**src/rtl/tx_desc_engine.sv**
```systemverilog
module tx_desc_engine #(
  parameter int HDR_MIN_SA    = 48,
  parameter int HDR_MIN_PLAIN = 54,
  parameter int THL_MIN       = 5
) (
  input  logic         clk,
  input  logic         rst_n,
  input  logic         seg_en,
  input  logic         desc_valid,
  output logic         desc_ready,
  input  logic [127:0] desc_data,
  input  logic         resume,
  output logic         suspended,
  output logic         cmd_valid,
  input  logic         cmd_ready,
  output logic         cmd_first,
  output logic         cmd_last,
  output logic         cmd_seg,
  output logic [13:0]  cmd_buf1_len,
  output logic [13:0]  cmd_buf2_len,
  output logic [9:0]   cmd_hdr_len,
  output logic [3:0]   cmd_tcp_hl,
  output logic [17:0]  cmd_len,
  output logic [13:0]  cmd_mss,
  input  logic         tx_done,
  output logic         wb_valid,
  output logic [7:0]   wb_byte,
  output logic         tx_irq
);

  localparam logic [9:0] HMIN_SA    = 10'(HDR_MIN_SA);
  localparam logic [9:0] HMIN_PLAIN = 10'(HDR_MIN_PLAIN);
  localparam logic [3:0] THL_LOW    = 4'(THL_MIN);

  typedef enum logic [2:0] {S_IDLE, S_CMD, S_WAIT, S_WB, S_SUSP} state_t;
  state_t state;

  logic [31:0] w2, w3;
  logic        in_pkt, irq_pend;
  logic        take, is_own, is_ctx, is_fd, is_ld;
  logic        seg_req, hdr_ok, thl_ok, seg_ok, zero_len, mss_load;
  logic [9:0]  hdr_min;

  assign w2       = desc_data[95:64];
  assign w3       = desc_data[127:96];
  assign is_own   = w3[31];
  assign is_ctx   = w3[30];
  assign is_fd    = w3[29];
  assign is_ld    = w3[28];
  assign hdr_min  = (w3[24:23] != 2'b00) ? HMIN_SA : HMIN_PLAIN;
  assign seg_req  = w3[18] && is_fd && seg_en;
  assign hdr_ok   = w2[9:0] >= hdr_min;
  assign thl_ok   = w3[22:19] >= THL_LOW;
  assign seg_ok   = seg_req && hdr_ok && thl_ok;
  assign zero_len = (w2[13:0] == 14'd0) && (w2[29:16] == 14'd0);
  assign mss_load = w3[26] && !w3[27] && !in_pkt;

  assign desc_ready = (state == S_IDLE);
  assign suspended  = (state == S_SUSP);
  assign cmd_valid  = (state == S_CMD);
  assign wb_valid   = (state == S_WB);
  assign tx_irq     = wb_valid && irq_pend;
  assign take       = desc_valid && desc_ready;

  always_ff @(posedge clk) begin
    if (!rst_n) begin
      state        <= S_IDLE;
      in_pkt       <= 1'b0;
      irq_pend     <= 1'b0;
      cmd_mss      <= '0;
      cmd_first    <= 1'b0;
      cmd_last     <= 1'b0;
      cmd_seg      <= 1'b0;
      cmd_buf1_len <= '0;
      cmd_buf2_len <= '0;
      cmd_hdr_len  <= '0;
      cmd_tcp_hl   <= '0;
      cmd_len      <= '0;
      wb_byte      <= '0;
    end else begin
      case (state)
        S_IDLE: if (take) begin
          if (!is_own) begin
            state <= S_SUSP;
          end else if (is_ctx) begin
            wb_byte  <= {1'b0, 1'b1, in_pkt, 5'b0};
            irq_pend <= 1'b0;
            if (mss_load) cmd_mss <= w2[13:0];
            state    <= S_WB;
          end else begin
            cmd_first    <= is_fd;
            cmd_last     <= is_ld;
            cmd_seg      <= seg_ok;
            cmd_buf1_len <= w2[13:0];
            cmd_buf2_len <= w2[29:16];
            cmd_hdr_len  <= seg_ok ? w2[9:0] : 10'd0;
            cmd_tcp_hl   <= seg_ok ? w3[22:19] : 4'd0;
            cmd_len      <= seg_ok ? w3[17:0] : {3'b0, w3[14:0]};
            wb_byte      <= {2'b00, is_fd, is_ld, is_ld && zero_len, 3'b000};
            irq_pend     <= is_ld && w2[31];
            in_pkt       <= !is_ld;
            state        <= S_CMD;
          end
        end
        S_CMD:  if (cmd_ready) state <= S_WAIT;
        S_WAIT: if (tx_done)   state <= S_WB;
        S_WB:   state <= S_IDLE;
        S_SUSP: if (resume)    state <= S_IDLE;
        default: state <= S_IDLE;
      endcase
    end
  end

  a_r2_own_cleared: assert property (@(posedge clk) disable iff (!rst_n)
    wb_valid |-> !wb_byte[7]);
  a_r2_wb_single: assert property (@(posedge clk) disable iff (!rst_n)
    wb_valid |=> !wb_valid);
  a_r3_err_on_last: assert property (@(posedge clk) disable iff (!rst_n)
    wb_valid && !wb_byte[6] && wb_byte[3] |-> wb_byte[4]);
  a_r10_irq_closing: assert property (@(posedge clk) disable iff (!rst_n)
    tx_irq |-> wb_valid && wb_byte[4] && !wb_byte[6]);
  a_r11_cmd_hold: assert property (@(posedge clk) disable iff (!rst_n)
    cmd_valid && !cmd_ready |=> cmd_valid && $stable({cmd_len, cmd_hdr_len, cmd_seg, cmd_first, cmd_last}));
  a_r11_wb_after_done: assert property (@(posedge clk) disable iff (!rst_n)
    $past(state) == S_WAIT && wb_valid |-> $past(tx_done));
  a_r8_mss_quiet: assert property (@(posedge clk) disable iff (!rst_n)
    !take |=> $stable(cmd_mss));
  a_r1_suspend_quiet: assert property (@(posedge clk) disable iff (!rst_n)
    suspended && !resume |=> suspended && !cmd_valid && !wb_valid);

endmodule

```
**config.mk**
```make
export PLATFORM = sky130hd
export DESIGN_NAME = tx_desc_engine
export DESIGN_NICKNAME = d
export VERILOG_FILES = /design/src/rtl/tx_desc_engine.sv
export SDC_FILE = /design/constraint.sdc
export NUM_CORES = 1
export LEC_CHECK = 0
export BUFFER_PORTS_ARGS = -buffer_cell sky130_fd_sc_hd__buf_2
export CAP_MARGIN = 20
export CORE_MARGIN = 2
export CORE_UTILIZATION = 38
export CTS_CLUSTER_DIAMETER = 80
export DETAILED_ROUTE_END_ITERATION = 12
export GPL_TIMING_DRIVEN = 0
export HOLD_SLACK_MARGIN = 0.06
export PLACE_DENSITY = 0.87
export SETUP_SLACK_MARGIN = 0.05
export SLEW_MARGIN = 5
export SYNTH_ARGS = -nofsm -noshare
export SYNTH_HDL_FRONTEND = slang
export SYNTH_SLANG_ARGS = --single-unit
export TNS_END_PERCENT = 1
```
**constraint.sdc**
```tcl
create_clock -name clk -period 1.95 [get_ports clk]
set_input_delay 0.195 -clock clk [delete_from_list [all_inputs] [get_ports clk]]
set_output_delay 0.195 -clock clk [all_outputs]
set_load 0.02 [all_outputs]
```
* After elaboration in Yosys (flattened, before gate mapping)
Index checks and enable logic that the tools add are counted.
** Storage, ports and cells
- Register bits :: 90
- Bits in latches :: 0
- RAM bits :: 0
- Memory bits (read-only) :: 0
- Memories kept :: 0
** Operators by class
- $add $sub $neg :: 0
- Multiply operators :: 0
- Div/mod/pow operators :: 0
- Order comparisons :: 2
- Eq/ne operators :: 8
- Shift operators :: 0
- Multiplexer cells :: 13
- Bitwise logic cells :: 1
- Reductions and logical operators :: 22
** Operators with widths (number)
- $logic_not A14 Y1 :: 2
- $mux W18 :: 1
- $mux W3 :: 6
- $pmux W3 S4 :: 1
- $logic_and A1 B1 Y1 :: 11
- $ge A10 B6 Y1 :: 1
- $mux W10 :: 1
- $reduce_and A4 Y1 :: 2
- $mux W7 :: 1
- $eq A3 B2 Y1 const B :: 2
- $reduce_and A5 Y1 :: 1
- $ge A4 B3 Y1 const B :: 1
- $mux W4 :: 1
- $ne A2 B1 Y1 const B :: 2
- $ne A2 B2 Y1 const B :: 2
- $eq A3 B1 Y1 const B :: 1
- $eq A3 B3 Y1 const B :: 1
- $logic_not A1 Y1 :: 3
- $logic_not A3 Y1 :: 1
- $reduce_and A3 Y1 :: 1
- $mux W2 :: 1
- $reduce_bool A2 Y1 :: 1
- $mux W1 :: 1
- $not A1 Y1 :: 1

* Longest topological paths before layout
- Word-level depth :: 6
- Gate-level depth with buffers :: 9
- Mapped depth without buffers :: 7

* Worst setup path before layout
Ideal clock, no wire load.
- Path kind :: input port to flip-flop
- From :: input desc_data[120]
- To :: register cmd_hdr_len[0]
- Library setup time :: 0.061 ns
- Data arrival time :: 1.817 ns
- Slack :: 0.072 ns
- Stages on the path :: 8
- Buffers on the path :: 2
- Cell sequence :: or2_2 -> ha_1 -> nand4b_1 -> a21oi_1 -> o211a_1 -> clkbuf_1 -> buf_1 -> a32o_1
** Between the ends
- Longest elaborated chain between the ends :: 6
** Ends and longest elaborated chain
- start: declaration :: line 11 : input logic [127:0] desc_data,
- $reduce_bool A2 Y1 :: line 50 : assign hdr_min = (w3[24:23] != 2'b00) ? HMIN_SA : HMIN_PLAIN;
- $mux W3 :: line 50
- $ge A10 B6 Y1 :: line 52 : assign hdr_ok = w2[9:0] >= hdr_min;
- $logic_and A1 B1 Y1 (2 in series) :: line 54 : assign seg_ok = seg_req && hdr_ok && thl_ok;
- $mux W10 :: line 96 : cmd_hdr_len <= seg_ok ? w2[9:0] : 10'd0;
- end signal: assignment :: line 96
- end: declaration :: line 21 : output logic [9:0] cmd_hdr_len,
Every way passes these cells.
A chain may end at the register's enable or synchronous reset.

* Worst setup path after layout
- From :: register state[0]
- To :: register cmd_hdr_len[8]
** Between the ends
- Longest elaborated chain between the ends :: 3
** Ends and longest elaborated chain
- start: declaration :: line 36 : state_t state;
- start signal: assignment :: line 67 : state <= S_IDLE;
- start signal: assignment :: line 84 : state <= S_SUSP;
- start signal: assignment :: line 89 : state <= S_WB;
- $logic_not A3 Y1 * :: line 58, 81
- $logic_and A1 B1 Y1 :: line 63 : assign take = desc_valid && desc_ready;
- $reduce_and A4 Y1 (no source line) *
Mark *: on every way between the ends. The rest lies on a longest branch, timed or not.

==> flow_summary.toml <==
[outcome]
outcome = "finished clean"

[worst_setup_path]
critPathLaunchType = "register"
r2r_cells = 6
endpoint_kind = "register"
worst_path_max_delay_cell = "dfxtp_4"
crit_top_cell = "buf_8"
crit_chain = "or3_1 -> buf_6 -> or3_4 -> buf_8 -> buf_8 -> a32o_1"
setup.worst_path.start = "state[0]"
setup.worst_path.end = "cmd_hdr_len[8]"
r2r-end = "cmd_hdr_len[8]"
worstPathArrival_ns = 2.14
slowest_delay_ns = 0.38
criticalPathCategory = "reg -> reg"
reg2reg_slack_ns = 0.05
reg2reg_from = "state[0]"
critPathMaxFanout = 10
crit_required_ns = 2.19

[timing]
finalSetupViolations = 0
hold_viol_final = 0
period_minus_slack_ns = 1.901
maxSlewViolCount = 0
finalCritPeriodShare_pct = 97.48
worst_slew_pin_slew_ns = 0.5851
fmax_ghz = 0.5261
finalClockSkew_ns = 0.008279
setup_ws_ns = 0.04914
rsz0062_at_grt = "yes"
slew_headroom_pct = 60.99
tns_ns = 0

[synthesis]
yosysWarnings = 0
ys.flop_type = "dfxtp_1"
postSynthAreaPerCell_um2 = 8.752
synth-edff-count = 0
synth-async-reset-ratio_pct = 0
synthDistinctLibCells = 39
ys_seq_area_share_pct = 50.57
syn_inst = 389
syn_area_um2 = 3405
yosys_register_bits = 86

[clocking]
clockBufferDepth = 2
insertion_delay_ns = 0.35
cts.htree.levels = 3
cts_root_buffer = "clkbuf_8"
clkSinkCount = 86
cts_tree = "done"
path_clk_slew_ns = 0.09
cts_buffers = 9

[global_route]
grt_max_degree = 16
antenna_found_initial = 0
grt_pass1_vias = 3399
grt_first_pass_wirelength_mm = 16.37
grt_remaining_overflow = 0
grt_use_total_pct = 20.93

[floorplanning]
die_w_um = 98.66
floorplan.initialDensity_pct = 39.04
row_count = 34
die_area_um2 = 9733
core_area_um2 = 8721
ios = 225
die_h_um = 98.66

[finish]
drive_gt1_share_pct = 35.51
area_delta_synth_final_pct = 35.06
stdcell_area_um2 = 4598
diodes = 0
nets = 698
num-fill-cells = 826

[pwr]
power_density_nw_per_um2 = 790.7
vdd_ir_drop_max_uv = 406.6
power.leakage_nw = 2.135

[placed_design]
placed_area_um2 = 4312
io_buffer_count = 152
pre_cts_ws_ns = -0.3875
gp_congestion = 0.8176
place_hpwl_mm = 7.879

[route]
drcViolationCount = 0
viasPerCell = 5.122
first_pass_iters = 4
drt_wl_total_mm = 10.31
final_antenna_net_count = 0
avgRoutedWirePerCell_um = 15.30
dr_total_vias = 3452
drtIter0Drc = 95

[run]
drv_cap = 0

[min_path]
hold_class = "in -> reg"
-- sequential cells by signal, summed over array words and instances (netlist names) --
| signal | count |
|---|---|
| cmd_len | 18 |
| cmd_buf1_len | 14 |
| cmd_buf2_len | 14 |
| cmd_mss | 14 |
| cmd_hdr_len | 10 |
| cmd_tcp_hl | 4 |
| wb_byte | 4 |
| state | 3 |
| cmd_first | 1 |
| cmd_last | 1 |
| cmd_seg | 1 |
| in_pkt | 1 |
| irq_pend | 1 |
-- cell usage after synthesis (3+ instances only) --
cell,number,share of area (%)
a32o_1,16,4.7
and3_1,16,2.9
or3_1,3,0.55
nor2_1,20,2.2
buf_2,10,1.5
inv_1,5,0.55
buf_6,4,1.3
o21ai_0,6,0.88
nand2b_1,5,0.92
clkbuf_1,12,1.3
nor4_1,7,1.3
buf_4,6,1.3
nor3_1,3,0.44
a21oi_1,50,7.4
mux2i_1,16,4.7
nand2_1,97,11
dfxtp_1,86,51
-- repair_timing --
item                       CTS  global route
buffers inserted             2             2
hold endpoints to repair     2             0
hold buffers                 2             0
resized for setup            2            16
setup endpoints to repair   65            60
pin swaps                    2             1
-- kinds of logic (layout without fill, tap and decap cells) --
kind of cell	Yosys count	in the layout	synth area share, %
buf+inv	38	212	6.100
other cells	1	4	0.1101
mux	17	17	5.035
fa+ha+maj	2	2	0.7349
simple gates	162	162	21.90
flops	86	86	50.57
compound gates	83	83	15.55
-- placed cells by master (no fill, tap or decap), types with 11 or more instances in the layout --
| master | instances |
|---|---|
| a21oi_1 | 50 |
| a32o_1 | 16 |
| and3_1 | 16 |
| buf_2 | 157 |
| buf_4 | 12 |
| clkbuf_1 | 12 |
| clkbuf_8 | 11 |
| dfxtp_1 | 84 |
| mux2i_1 | 16 |
| nand2_1 | 97 |
| nor2_1 | 20 |
-- metal layers --
| layer | global-route usage, % | vias to the layer above | routed length, µm |
|---|---|---|---|
| li1 | - | 1685 | - |
| met1 | 26.31 | 1608 | 4477 |
| met2 | 35.48 | 143 | 4885 |
| met3 | 4.681 | 16 | 800 |
| met4 | 7.271 | 0 | 146 |
| met5 | 0 | - | 0 |
-- report_power, final --
| part | switching (W) | internal [W] | leakage, nW | total [W] |
|---|---|---|---|---|
| combinational | 0.000353 | 0.000228 | 1.35 | 0.000580 |
| sequential | 0.0000351 | 0.00181 | 0.697 | 0.00185 |
| clock | 0.000662 | 0.000544 | 0.0926 | 0.00121 |
| total | 0.00105 | 0.00259 | 2.14 | 0.00364 |
-- area by class of cell --
cell class / count / area, µm² / area share (%)
Buffer: 33 / 216.5 / 4.707
Clock buffer: 11 / 151.4 / 3.293
Clock inverter: 5 / 41.29 / 0.8980
Inverter: 5 / 18.77 / 0.4082
Multi-Input combinational cell: 268 / 1498 / 32.57
Sequential cell: 86 / 1727 / 37.55
Tap cell: 108 / 135.1 / 2.939
Timing Repair Buffer: 158 / 810.8 / 17.63
-- worst min path at each step --
stage / start / to / slack [ns] / cells past startpoint
finish: desc_data[109] / cmd_len[13] / 0.08 / 3
global route: desc_data[109] / cmd_len[13] / 0.06 / 3
CTS: desc_data[109] / cmd_len[13] / 0.06 / 3
detailed placement: desc_data[124] / in_pkt / 0.40 / 2
global placement: desc_data[124] / in_pkt / 0.39 / 2
floorplan: desc_data[124] / in_pkt / 0.29 / 1
-- per-stage QoR --
stage | instances | total power [W] | utilization, % | hold WS, ns
floorplan | 392 | 0.002216 | - | 0.2854
global placement | 652 | 0.002424 | 49.44 | 0.3911
detailed placement | 652 | 0.002442 | 49.44 | 0.3986
CTS | 672 | 0.003650 | 52.08 | 0.06080
global route | 674 | 0.003807 | 52.73 | 0.06084
finish | 674 | 0.003636 | 52.73 | 0.08113
-- critical path, delay by kind of cell, from the launching register on --
| kind | cells | cell delay [ns] |
|---|---|---|
| buffers and inverters | 3 | 0.44 |
| and+or+nand+nor | 2 | 0.73 |
| DFF | 1 | 0.38 |
| AOI/OAI and AO/OA | 1 | 0.26 |
Note: power is estimated with default switching activity, not from simulation.
